## config.mk

```make
export PLATFORM = sky130hd
export DESIGN_NAME = gpio_port
export DESIGN_NICKNAME = d
export VERILOG_FILES = /design/src/rtl/gpio_port.sv
export SDC_FILE = /design/constraint.sdc
export NUM_CORES = 1
export LEC_CHECK = 0
export BUFFER_PORTS_ARGS = -buffer_cell sky130_fd_sc_hd__buf_2
export CAP_MARGIN = 40
export CORE_ASPECT_RATIO = 1.25
export CORE_MARGIN = 2
export CORE_UTILIZATION = 47
export DETAILED_ROUTE_END_ITERATION = 8
export GPL_ROUTABILITY_DRIVEN = 0
export PLACE_DENSITY_LB_ADDON = 0.08
export SLEW_MARGIN = 20
export SYNTH_ARGS = -nofsm -noshare
export SYNTH_HDL_FRONTEND = slang
export SYNTH_SLANG_ARGS = --single-unit
```

## constraint.sdc

```tcl
create_clock -name clk -period 1.3 [get_ports clk]
set_clock_uncertainty 0.2 [all_clocks]
set_input_delay 0 -clock clk [delete_from_list [all_inputs] [get_ports clk]]
set_output_delay 0 -clock clk [all_outputs]
set_load 0.02 [all_outputs]
```

## src/rtl/gpio_port.sv

```systemverilog
module gpio_port #(
  parameter int WIDTH = 8
) (
  input  logic             clk,
  input  logic             rst_n,
  input  logic [1:0]       addr,
  input  logic             wr_en,
  input  logic [WIDTH-1:0] wr_data,
  input  logic [WIDTH-1:0] wr_mask,
  input  logic             rd_en,
  output logic [WIDTH-1:0] rd_data,
  input  logic             pu_kill,
  input  logic [WIDTH-1:0] pad_in,
  output logic [WIDTH-1:0] pad_oe,
  output logic [WIDTH-1:0] pad_out,
  output logic [WIDTH-1:0] pad_pu
);
  localparam logic [1:0] A_PIN = 2'd0;
  localparam logic [1:0] A_DIR = 2'd1;
  localparam logic [1:0] A_DAT = 2'd2;

  logic [WIDTH-1:0] dir_q, dat_q, meta_q, pin_q;
  logic [WIDTH-1:0] sel_bits;

  assign sel_bits = wr_data & wr_mask;

  always_ff @(posedge clk) begin
    if (!rst_n) begin
      dir_q <= '0;
      dat_q <= '0;
    end else if (wr_en) begin
      case (addr)
        A_DIR:   dir_q <= (dir_q & ~wr_mask) | sel_bits;
        A_DAT:   dat_q <= (dat_q & ~wr_mask) | sel_bits;
        A_PIN:   dat_q <= dat_q ^ sel_bits;
        default: ;
      endcase
    end
  end

  always_ff @(posedge clk) begin
    if (!rst_n) begin
      meta_q <= '0;
      pin_q  <= '0;
    end else begin
      meta_q <= pad_in;
      pin_q  <= meta_q;
    end
  end

  always_comb begin
    rd_data = '0;
    if (rd_en) begin
      case (addr)
        A_PIN:   rd_data = pin_q;
        A_DIR:   rd_data = dir_q;
        A_DAT:   rd_data = dat_q;
        default: rd_data = '0;
      endcase
    end
  end

  assign pad_oe  = dir_q;
  assign pad_out = dat_q;
  assign pad_pu  = ~dir_q & dat_q & {WIDTH{~pu_kill}};

  // cycles since reset, saturating, for the latency check
  logic [1:0] age_q;
  always_ff @(posedge clk) begin
    if (!rst_n)             age_q <= '0;
    else if (age_q != 2'd2) age_q <= age_q + 2'd1;
  end

  assert_dir_mask_R2: assert property (@(posedge clk) disable iff (!rst_n)
    (wr_en && addr == A_DIR) |=> (((dir_q ^ $past(dir_q)) & ~$past(wr_mask)) == '0));

  assert_dat_mask_R2: assert property (@(posedge clk) disable iff (!rst_n)
    (wr_en && addr == A_DAT) |=> (((dat_q ^ $past(dat_q)) & ~$past(wr_mask)) == '0));

  assert_toggle_R3: assert property (@(posedge clk) disable iff (!rst_n)
    (wr_en && addr == A_PIN) |=> (pad_out == ($past(pad_out) ^ ($past(wr_data) & $past(wr_mask)))));

  assert_pu_input_only_R5: assert property (@(posedge clk) disable iff (!rst_n)
    (pad_pu & pad_oe) == '0);

  assert_pu_kill_R6: assert property (@(posedge clk) disable iff (!rst_n)
    pu_kill |-> (pad_pu == '0));

  assert_sync_latency_R7: assert property (@(posedge clk) disable iff (!rst_n)
    (rd_en && addr == A_PIN && age_q == 2'd2) |-> (rd_data == $past(pad_in, 2)));

  assert_unused_addr_R8: assert property (@(posedge clk) disable iff (!rst_n)
    (wr_en && addr == 2'd3) |=> ($stable(pad_oe) && $stable(pad_out)));
endmodule

```

==> results of run 1 <==
-- cell families after synthesis --
logic type,after synthesis,share of synthesized area [%]
AO/OA/AOI/OAI,32,17.0
multiplexers,16,10.5
buffers and inverters,13,4.26
flip-flops,32,41.9
AND/OR/NAND/NOR,75,26.3
-- final cells by class --
class	count	area (um^2)
tap	37	46.3
fill	246	747
clock buffer	6	72.6
clock inverter	2	35.0
multi-input combinational	123	857
sequential	32	658
timing repair buffer	102	749
-- per-layer routing --
| metal | track usage, % | wire length [um] |
|---|---|---|
| met1 | 30.0 | 1760 |
| met2 | 41.4 | 2230 |
| met3 | 6.64 | 207 |
| met4 | 7.93 | 34 |
| met5 | 0 | 0 |
-- what timing repair did --
| action | CTS | global route |
|---|---|---|
| hold endpoints to repair | 32 | 0 |
| buffers inserted | 8 | 0 |
| hold buffers | 25 | 0 |
| resized for setup | 30 | 13 |
| pin swaps | 11 | 8 |
| setup endpoints to repair | 11 | 15 |
-- critical path: stages (launching register included) --
cell	delay (ns)
dfxtp_2	0.35
mux2i_1	0.07
o2bb2ai_1	0.13
and2_4	0.16
buf_6	0.11
-- Yosys cell counts --
cell       instances  area share [%]
dfxtp_1           32              42
nor2b_1           10             4.1
nor3b_1            8             3.9
and3b_1            1            0.57
a22oi_1            8             3.9
o22ai_1            8             3.3
clkbuf_2           1            0.33
nand2_1           32             7.9
buf_4              1            0.49
o211a_1            8             5.2
clkbuf_1           7             1.7
and2_1            24             9.8
o2bb2ai_1          8             4.6
mux2i_1           16              10
buf_2              3            0.98
buf_6              1            0.74
-- per-stage QoR --
step | setup TNS [ns] | instances | hold slack [ns] | utilization [%] | power, uW
floorplan | 0 | 168 | -0.0783 | - | 1250
global placement | 0 | 261 | 0.00225 | 59.5 | 1370
detailed placement | 0 | 261 | 0.00515 | 59.5 | 1380
CTS | 0 | 302 | 0.0564 | 75.2 | 2380
global route | -0.428 | 302 | 0.0937 | 76.4 | 2480
finish | 0 | 302 | 0.0699 | 76.4 | 2380
-- power groups by stage --
stage / logic, uW / clock network (uW) / registers (uW)
after floorplan: 163 / 0 / 1090
after global placement: 296 / 0 / 1070
after detailed placement: 307 / 0 / 1070
after CTS: 383 / 947 / 1050
after global routing: 427 / 1000 / 1060
final: 392 / 933 / 1050
-- worst min path at each step --
| stage | start | end | slack, ns | depth (start not counted) |
|---|---|---|---|---|
| 2_1_floorplan | pad_in[0] | meta_q[0] | -0.08 | 1 |
| 3_3_place_gp | pad_in[0] | meta_q[0] | 0.002 | 2 |
| 3_5_place_dp | pad_in[0] | meta_q[0] | 0.005 | 2 |
| 4_1_cts | addr[1] | flop | 0.06 | 4 |
| 5_1_grt | addr[1] | flop | 0.09 | 4 |
| 6_report | addr[1] | flop | 0.07 | 4 |
==> impl_metrics.csv, run 1 <==
group,metric,value,unit
floorplanning,design.die.area,0.00373,mm^2
synthesis,yosysSeqAreaShare,41.9,%
clock_tree,cts.clk_slew.worst_paths,0.07,ns
placed_design,io_buffers,62,
timing,rsz0062_at_grt,"yes",
global_route,grt_overflow,0,
cells_and_area,mostFrequentLayoutCell,"buf_2",
min_path,min_path_type,"in -> reg",
critical_path,rrSetupSlack,0.24,ns
cells_and_area,area_growth,58.3,%
critical_path,r2r.worst_path.cells,3,
synthesis,postSynthCellCount,168,
power,power.share.switching,24.4,%
power,ir_drop,905,uV
power,p_per_area,983,mW/mm^2
synthesis,syn-mean-instance-area,9.09,um^2
critical_path,critPathRequiredTime,1.10,ns
routing,drt_first_pass_iters,4,
cells_and_area,most-common-layout-cells,"buf_2, nand2_1, dlygate4sd3_1",
run_status,run_status,"complete, no violations",
critical_path,cp-start-kind,"flop",
timing,min_period,1.29,ns
routing,vias,1563,
global_route,grt_pass1_vias,1471,
cells_and_area,drive_gt1_share,40.0,%
timing,slew-limit-headroom,75.7,%
clock_tree,cts.sinks,32,
global_route,antenna_found_initial,0,
critical_path,end_kind,"output pin",
synthesis,ys_warn_count,0,
synthesis,synth_nets,199,
power,clockPowerShare,39.3,%
routing,wl,4240,um
timing,drv_slew,0,
synthesis,ys_seq_elements,32,
placed_design,dp_hpwl,2710,um
critical_path,cp_max_fo,4,
timing,fmax,773,MHz
routing,route.antenna.remaining_nets,0,
clock_tree,clk_path_buf_depth,2,
flow_run,maxCapViolCount,0,
floorplanning,die_x,55.0,um
power,power_frac_comb,16.5,%
routing,via_per_inst,5.18,
placed_design,place_area,0.00188,mm^2
cells_and_area,num_antenna_cells,0,
global_route,grtUsageTotal,24.7,%
floorplanning,boundaryPins,63,
clock_tree,h-tree-depth,2,
timing,finalHoldViolCount,0,
power,power_frac_seq,44.2,%
critical_path,cp-endpoint,"rd_data[5]",
routing,avgRoutedWirePerCell,14.0,um
floorplanning,initial_utilization,48.3,%
power,p_leak,0.00121,uW
timing,fin_ws,0.00586,ns
clock_tree,cts_root_buffer,"clkbuf_8",
global_route,grt_max_degree,41,
synthesis,netlist-cell-type-count,16,
floorplanning,die_y,67.7,um
timing,timing.final.crit_share,99.5,%
clock_tree,cts_tree,"yes",
synthesis,netlist_area,0.00153,mm^2
clock_tree,cts_buffers,5,
global_route,grt_pass1_wl,6540,um
cells_and_area,design_area,0.00242,mm^2
routing,drt_iter0_drc,45,
routing,drc,0,
power,net-switching-power,580,uW
cells_and_area,layout.nets,295,
floorplanning,std_cell_rows,23,
power,p_int,1800,uW
timing,worst_pin_slew,0.365,ns
critical_path,worstPathArrival,1.09,ns
timing,setup_violations,0,
floorplanning,core_area,0.00317,mm^2
clock_tree,clk_latency,0.28,ns
critical_path,worstSetupPathType,"reg -> out",
placed_design,dp_slack,0.0862,ns
(Power assumes the default switching activity.)
==> run 2, diff against run 1 <==
- CELL_PAD_IN_SITES_DETAIL_PLACEMENT: not set -> 0
- CELL_PAD_IN_SITES_GLOBAL_PLACEMENT: not set -> 2
- CORE_UTILIZATION: 47 -> 27
- PLACE_DENSITY: not set -> 0.84
- PLACE_DENSITY_LB_ADDON: 0.08 -> not set
==> impl_metrics.csv, run 2 (synthesis gave the netlist of run 1 again) <==
group,metric,value,unit
global_route,grt_overflow,0,
clock_tree,clk_path_buf_depth,2,
cells_and_area,mostFrequentLayoutCell,"buf_2",
clock_tree,cts.clk_slew.worst_paths,0.07,ns
routing,drt_iter0_drc,53,
global_route,grtUsageTotal,14.3,%
timing,setup_violations,2,
placed_design,place_area,0.00190,mm^2
floorplanning,core_area,0.00544,mm^2
placed_design,dp_slack,0.130,ns
power,p_leak,0.00121,uW
floorplanning,die_y,88.1,um
cells_and_area,area_growth,61.8,%
power,p_total,2380,uW
timing,min_period,1.32,ns
cells_and_area,drive_gt1_share,41.4,%
timing,rsz0062_at_grt,"yes",
timing,drv_slew,0,
power,power.share.switching,24.5,%
clock_tree,cts_tree,"yes",
routing,drt_first_pass_iters,4,
critical_path,critPathRequiredTime,1.10,ns
clock_tree,cts.sinks,32,
global_route,grt_max_degree,41,
cells_and_area,fill_cells,546,
power,ir_drop,652,uV
critical_path,cp_max_fo,2,
cells_and_area,multiInputGateArea,870,um^2
routing,vias,1501,
floorplanning,die_x,71.3,um
flow_run,maxCapViolCount,0,
clock_tree,h-tree-depth,2,
power,power_frac_seq,44.2,%
routing,via_per_inst,4.59,
routing,route.antenna.remaining_nets,0,
critical_path,cp-start-kind,"flop",
cells_and_area,layout.nets,293,
critical_path,worstSetupPathType,"reg -> out",
power,net-switching-power,581,uW
cells_and_area,most-common-layout-cells,"buf_2, nand2_1, dlygate4sd3_1",
critical_path,worstPathArrival,1.12,ns
timing,timing.final.crit_share,102,%
clock_tree,cts_root_buffer,"clkbuf_8",
timing,finalHoldViolCount,0,
placed_design,dp_hpwl,2890,um
timing,slew-limit-headroom,76.7,%
floorplanning,initial_utilization,28.1,%
power,p_per_area,961,mW/mm^2
timing,fin_ws,-0.0218,ns
cells_and_area,design_area,0.00247,mm^2
routing,drc,0,
global_route,antenna_found_initial,0,
power,p_int,1790,uW
placed_design,io_buffers,62,
critical_path,end_kind,"output pin",
run_status,run_status,"finished with violations",
routing,avgRoutedWirePerCell,13.0,um
clock_tree,clk_latency,0.28,ns
clock_tree,cts_buffers,5,
routing,wl,4250,um
min_path,min_path_type,"in -> reg",
global_route,grt_pass1_wl,6760,um
floorplanning,boundaryPins,63,
floorplanning,design.die.area,0.00628,mm^2
run_status,violations,"setup timing",
global_route,grt_pass1_vias,1390,
cells_and_area,seqCellArea,659,um^2
power,power_frac_comb,16.4,%
timing,worst_pin_slew,0.350,ns
cells_and_area,num_antenna_cells,0,
power,clockPowerShare,39.4,%
timing,fmax,757,MHz
floorplanning,std_cell_rows,30,
## run 2: cell count changes in the layout (fill, tap and decap cells not counted), sizes merged
cell      delta
buf          -2
clkbuf       -1
clkinvlp     +1
## run 2: final timing paths
kind | startpoint | slack (ns) | end | cells past startpoint
worst max-delay path | flop | -0.02 | rd_data[7] | 4
worst min-delay path | addr[1] | 0.13 | flop | 4
worst max register to register | flop | 0.29 | flop | 3
worst min register to register | meta_q[1] | 0.24 | pin_q[1] | 1
## run 2: power by group through the flow
stage	clock, uW	combinational (uW)	sequential, uW
finish	935	389	1050
global route	1020	429	1060
CTS	959	387	1050
detailed placement	0	305	1070
global placement	0	303	1070
floorplan	0	163	1090
## run 2: worst max-delay path: stages, from the launching register on
cell and delay (ns):
dfxtp_2 0.33, mux2i_1 0.17, o2bb2ai_1 0.07, and2_1 0.15
buf_6 0.13
## run 2: layout make-up
type	count	area share (%)
Clock buffer	5	2.78
Clock inverter	3	1.72
Multi-Input combinational cell	123	35.2
Sequential cell	32	26.7
Tap cell	64	3.24
Timing Repair Buffer	100	30.4
## run 2: routing by layer
metal | track usage (%) | wire, um | vias to the layer above
met1 | 18.8 | 1960 | 684
met5 | 0 | 0 | -
li1 | - | - | 770
met3 | 4.26 | 222 | 5
met2 | 22.1 | 2010 | 42
met4 | 5.15 | 60 | 0
## run 2: what timing repair did
item | 4_1_cts | 5_1_grt
gates cloned | 0 | 0
pin swaps | 13 | 9
setup endpoints to repair | 11 | 16
gates resized for setup | 38 | 15
setup buffers | 8 | 0
hold endpoints to repair | 32 | 0
hold buffers | 25 | 0
## run 2: metrics by stage
stage / utilization, % / setup TNS (ns) / hold WS (ns) / instances
final: 45.4 / -0.0376 / 0.127 / 327
after global routing: 45.4 / -0.605 / 0.149 / 327
after CTS: 44.7 / -0.100 / 0.117 / 327
after detailed placement: 35.0 / 0 / 0.0103 / 286
after global placement: 35.0 / 0 / 0.00931 / 286
after floorplan: - / 0 / -0.0783 / 168
==> run 3, diff against run 2 <==
- PLACE_DENSITY: 0.84 -> 0.77
- SKIP_LAST_GASP: not set -> 1
==> impl_metrics.csv, run 3 (synthesis gave the netlist of run 1 again) <==
group,metric,value,unit
cells_and_area,num_antenna_cells,0,
placed_design,dp_hpwl,2790,um
floorplanning,initial_utilization,28.1,%
critical_path,worstPathArrival,1.12,ns
critical_path,cp-start-kind,"flop",
timing,slew-limit-headroom,80.6,%
global_route,antenna_found_initial,0,
power,p_total,2470,uW
timing,setup_violations,1,
power,p_leak,0.00124,uW
critical_path,critPathRequiredTime,1.10,ns
placed_design,dp_slack,0.140,ns
placed_design,place_area,0.00194,mm^2
routing,wl,4150,um
power,net-switching-power,564,uW
floorplanning,die_x,71.3,um
global_route,grt_overflow,0,
clock_tree,cts_tree,"yes",
global_route,grt_max_degree,41,
critical_path,worstSetupPathType,"reg -> out",
floorplanning,core_area,0.00544,mm^2
timing,fin_ws,-0.0157,ns
critical_path,r2r.worst_path.cells,3,
routing,route.antenna.remaining_nets,0,
timing,finalHoldViolCount,0,
clock_tree,cts.clk_slew.worst_paths,0.06,ns
timing,min_period,1.32,ns
power,clockPowerShare,41.6,%
cells_and_area,mostFrequentLayoutCell,"buf_2",
routing,drt_first_pass_iters,4,
routing,avgRoutedWirePerCell,12.5,um
floorplanning,boundaryPins,63,
critical_path,cp-endpoint,"rd_data[5]",
power,p_int,1910,uW
global_route,grtUsageTotal,13.5,%
floorplanning,die_y,88.1,um
floorplanning,design.die.area,0.00628,mm^2
clock_tree,cts_root_buffer,"clkbuf_8",
timing,rsz0062_at_grt,"yes",
floorplanning,std_cell_rows,30,
critical_path,rrSetupSlack,0.27,ns
power,power_frac_comb,16.0,%
clock_tree,h-tree-depth,2,
clock_tree,clk_path_buf_depth,2,
min_path,min_path_type,"in -> reg",
cells_and_area,drive_gt1_share,41.6,%
global_route,grt_pass1_vias,1339,
cells_and_area,layout.nets,297,
routing,drt_iter0_drc,44,
timing,fmax,760,MHz
global_route,grt_pass1_wl,6520,um
routing,vias,1512,
cells_and_area,most-common-layout-cells,"buf_2, nand2_1, dlygate4sd3_1",
timing,timing.final.crit_share,101,%
flow_run,maxCapViolCount,0,
critical_path,end_kind,"output pin",
routing,via_per_inst,4.57,
routing,drc,0,
run_status,violations,"setup timing",
power,power_frac_seq,42.5,%
clock_tree,clk_latency,0.28,ns
power,ir_drop,485,uV
clock_tree,cts_buffers,5,
cells_and_area,design_area,0.00250,mm^2
placed_design,io_buffers,62,
timing,drv_slew,0,
power,power.share.switching,22.8,%
timing,worst_pin_slew,0.291,ns
critical_path,cp_max_fo,2,
cells_and_area,area_growth,63.8,%
run_status,run_status,"finished with violations",
clock_tree,cts.sinks,32,
power,p_per_area,988,mW/mm^2
==> run 3: cell count changes in the layout (fill, tap and decap cells not counted), sizes merged <==
cell | previous run | this run
clkinvlp | 1 | 0
buf | 75 | 79
clkinv | 1 | 0
clkbuf | 5 | 7
==> run 3: repair_timing <==
item / in CTS / in global routing
pin swaps: 7 / 9
hold endpoints to repair: 32 / 0
hold buffers: 25 / 0
setup endpoints to repair: 11 / 15
resized for setup: 31 / 14
setup buffers: 9 / 0
==> run 3: stage by stage <==
step	hold slack [ns]	setup TNS [ns]	util, %	std cells
detailed placement	0.00663	0	35.6	289
global route	0.0524	-0.485	46.0	331
floorplan	-0.0783	0	-	168
finish	0.0260	-0.0157	46.0	331
global placement	0.0101	0	35.6	289
CTS	0.0106	-0.0674	45.1	331
==> run 3: power groups by stage <==
stage | registers [uW] | clock network, uW | logic [uW]
after global routing | 1060 | 1120 | 433
after floorplan | 1090 | 0 | 163
final | 1050 | 1030 | 395
after detailed placement | 1070 | 0 | 313
after CTS | 1050 | 1060 | 392
after global placement | 1070 | 0 | 314
==> run 3: area by class of cell <==
| class | count | area [um^2] |
|---|---|---|
| fillers | 534 | 2940 |
| multi-input cells | 123 | 862 |
| repair buffers | 104 | 774 |
| flip-flops and latches | 32 | 659 |
| clock buffers | 7 | 96.3 |
| well taps | 64 | 80.1 |
| clock inverters | 1 | 30.0 |
==> run 3: worst max-delay path, cell delays in order (launching register included) <==
cell       delay [ns]
dfxtp_2          0.32
mux2i_1          0.12
o2bb2ai_1        0.08
and2_1           0.17
buf_4            0.15
==> run 3: per-layer routing <==
layer  track usage (%)  part of all wire [%]  vias to the layer above
li1                  -                     -                      785
met2              22.1                    48                       40
met4              5.66                   1.0                        0
met5                 0                     0                        -
met1              17.0                    46                      683
met3              3.34                   4.7                        4
==> run 3: worst min path at each step <==
| stage | start | to | slack [ns] | cells after the start |
|---|---|---|---|---|
| floorplan | pad_in[0] | meta_q[0] | -0.08 | 1 |
| global placement | pad_in[1] | meta_q[1] | 0.01 | 2 |
| detailed placement | pad_in[0] | meta_q[0] | 0.007 | 2 |
| CTS | addr[1] | flop | 0.01 | 4 |
| global route | addr[1] | flop | 0.05 | 4 |
| finish | addr[1] | flop | 0.03 | 4 |
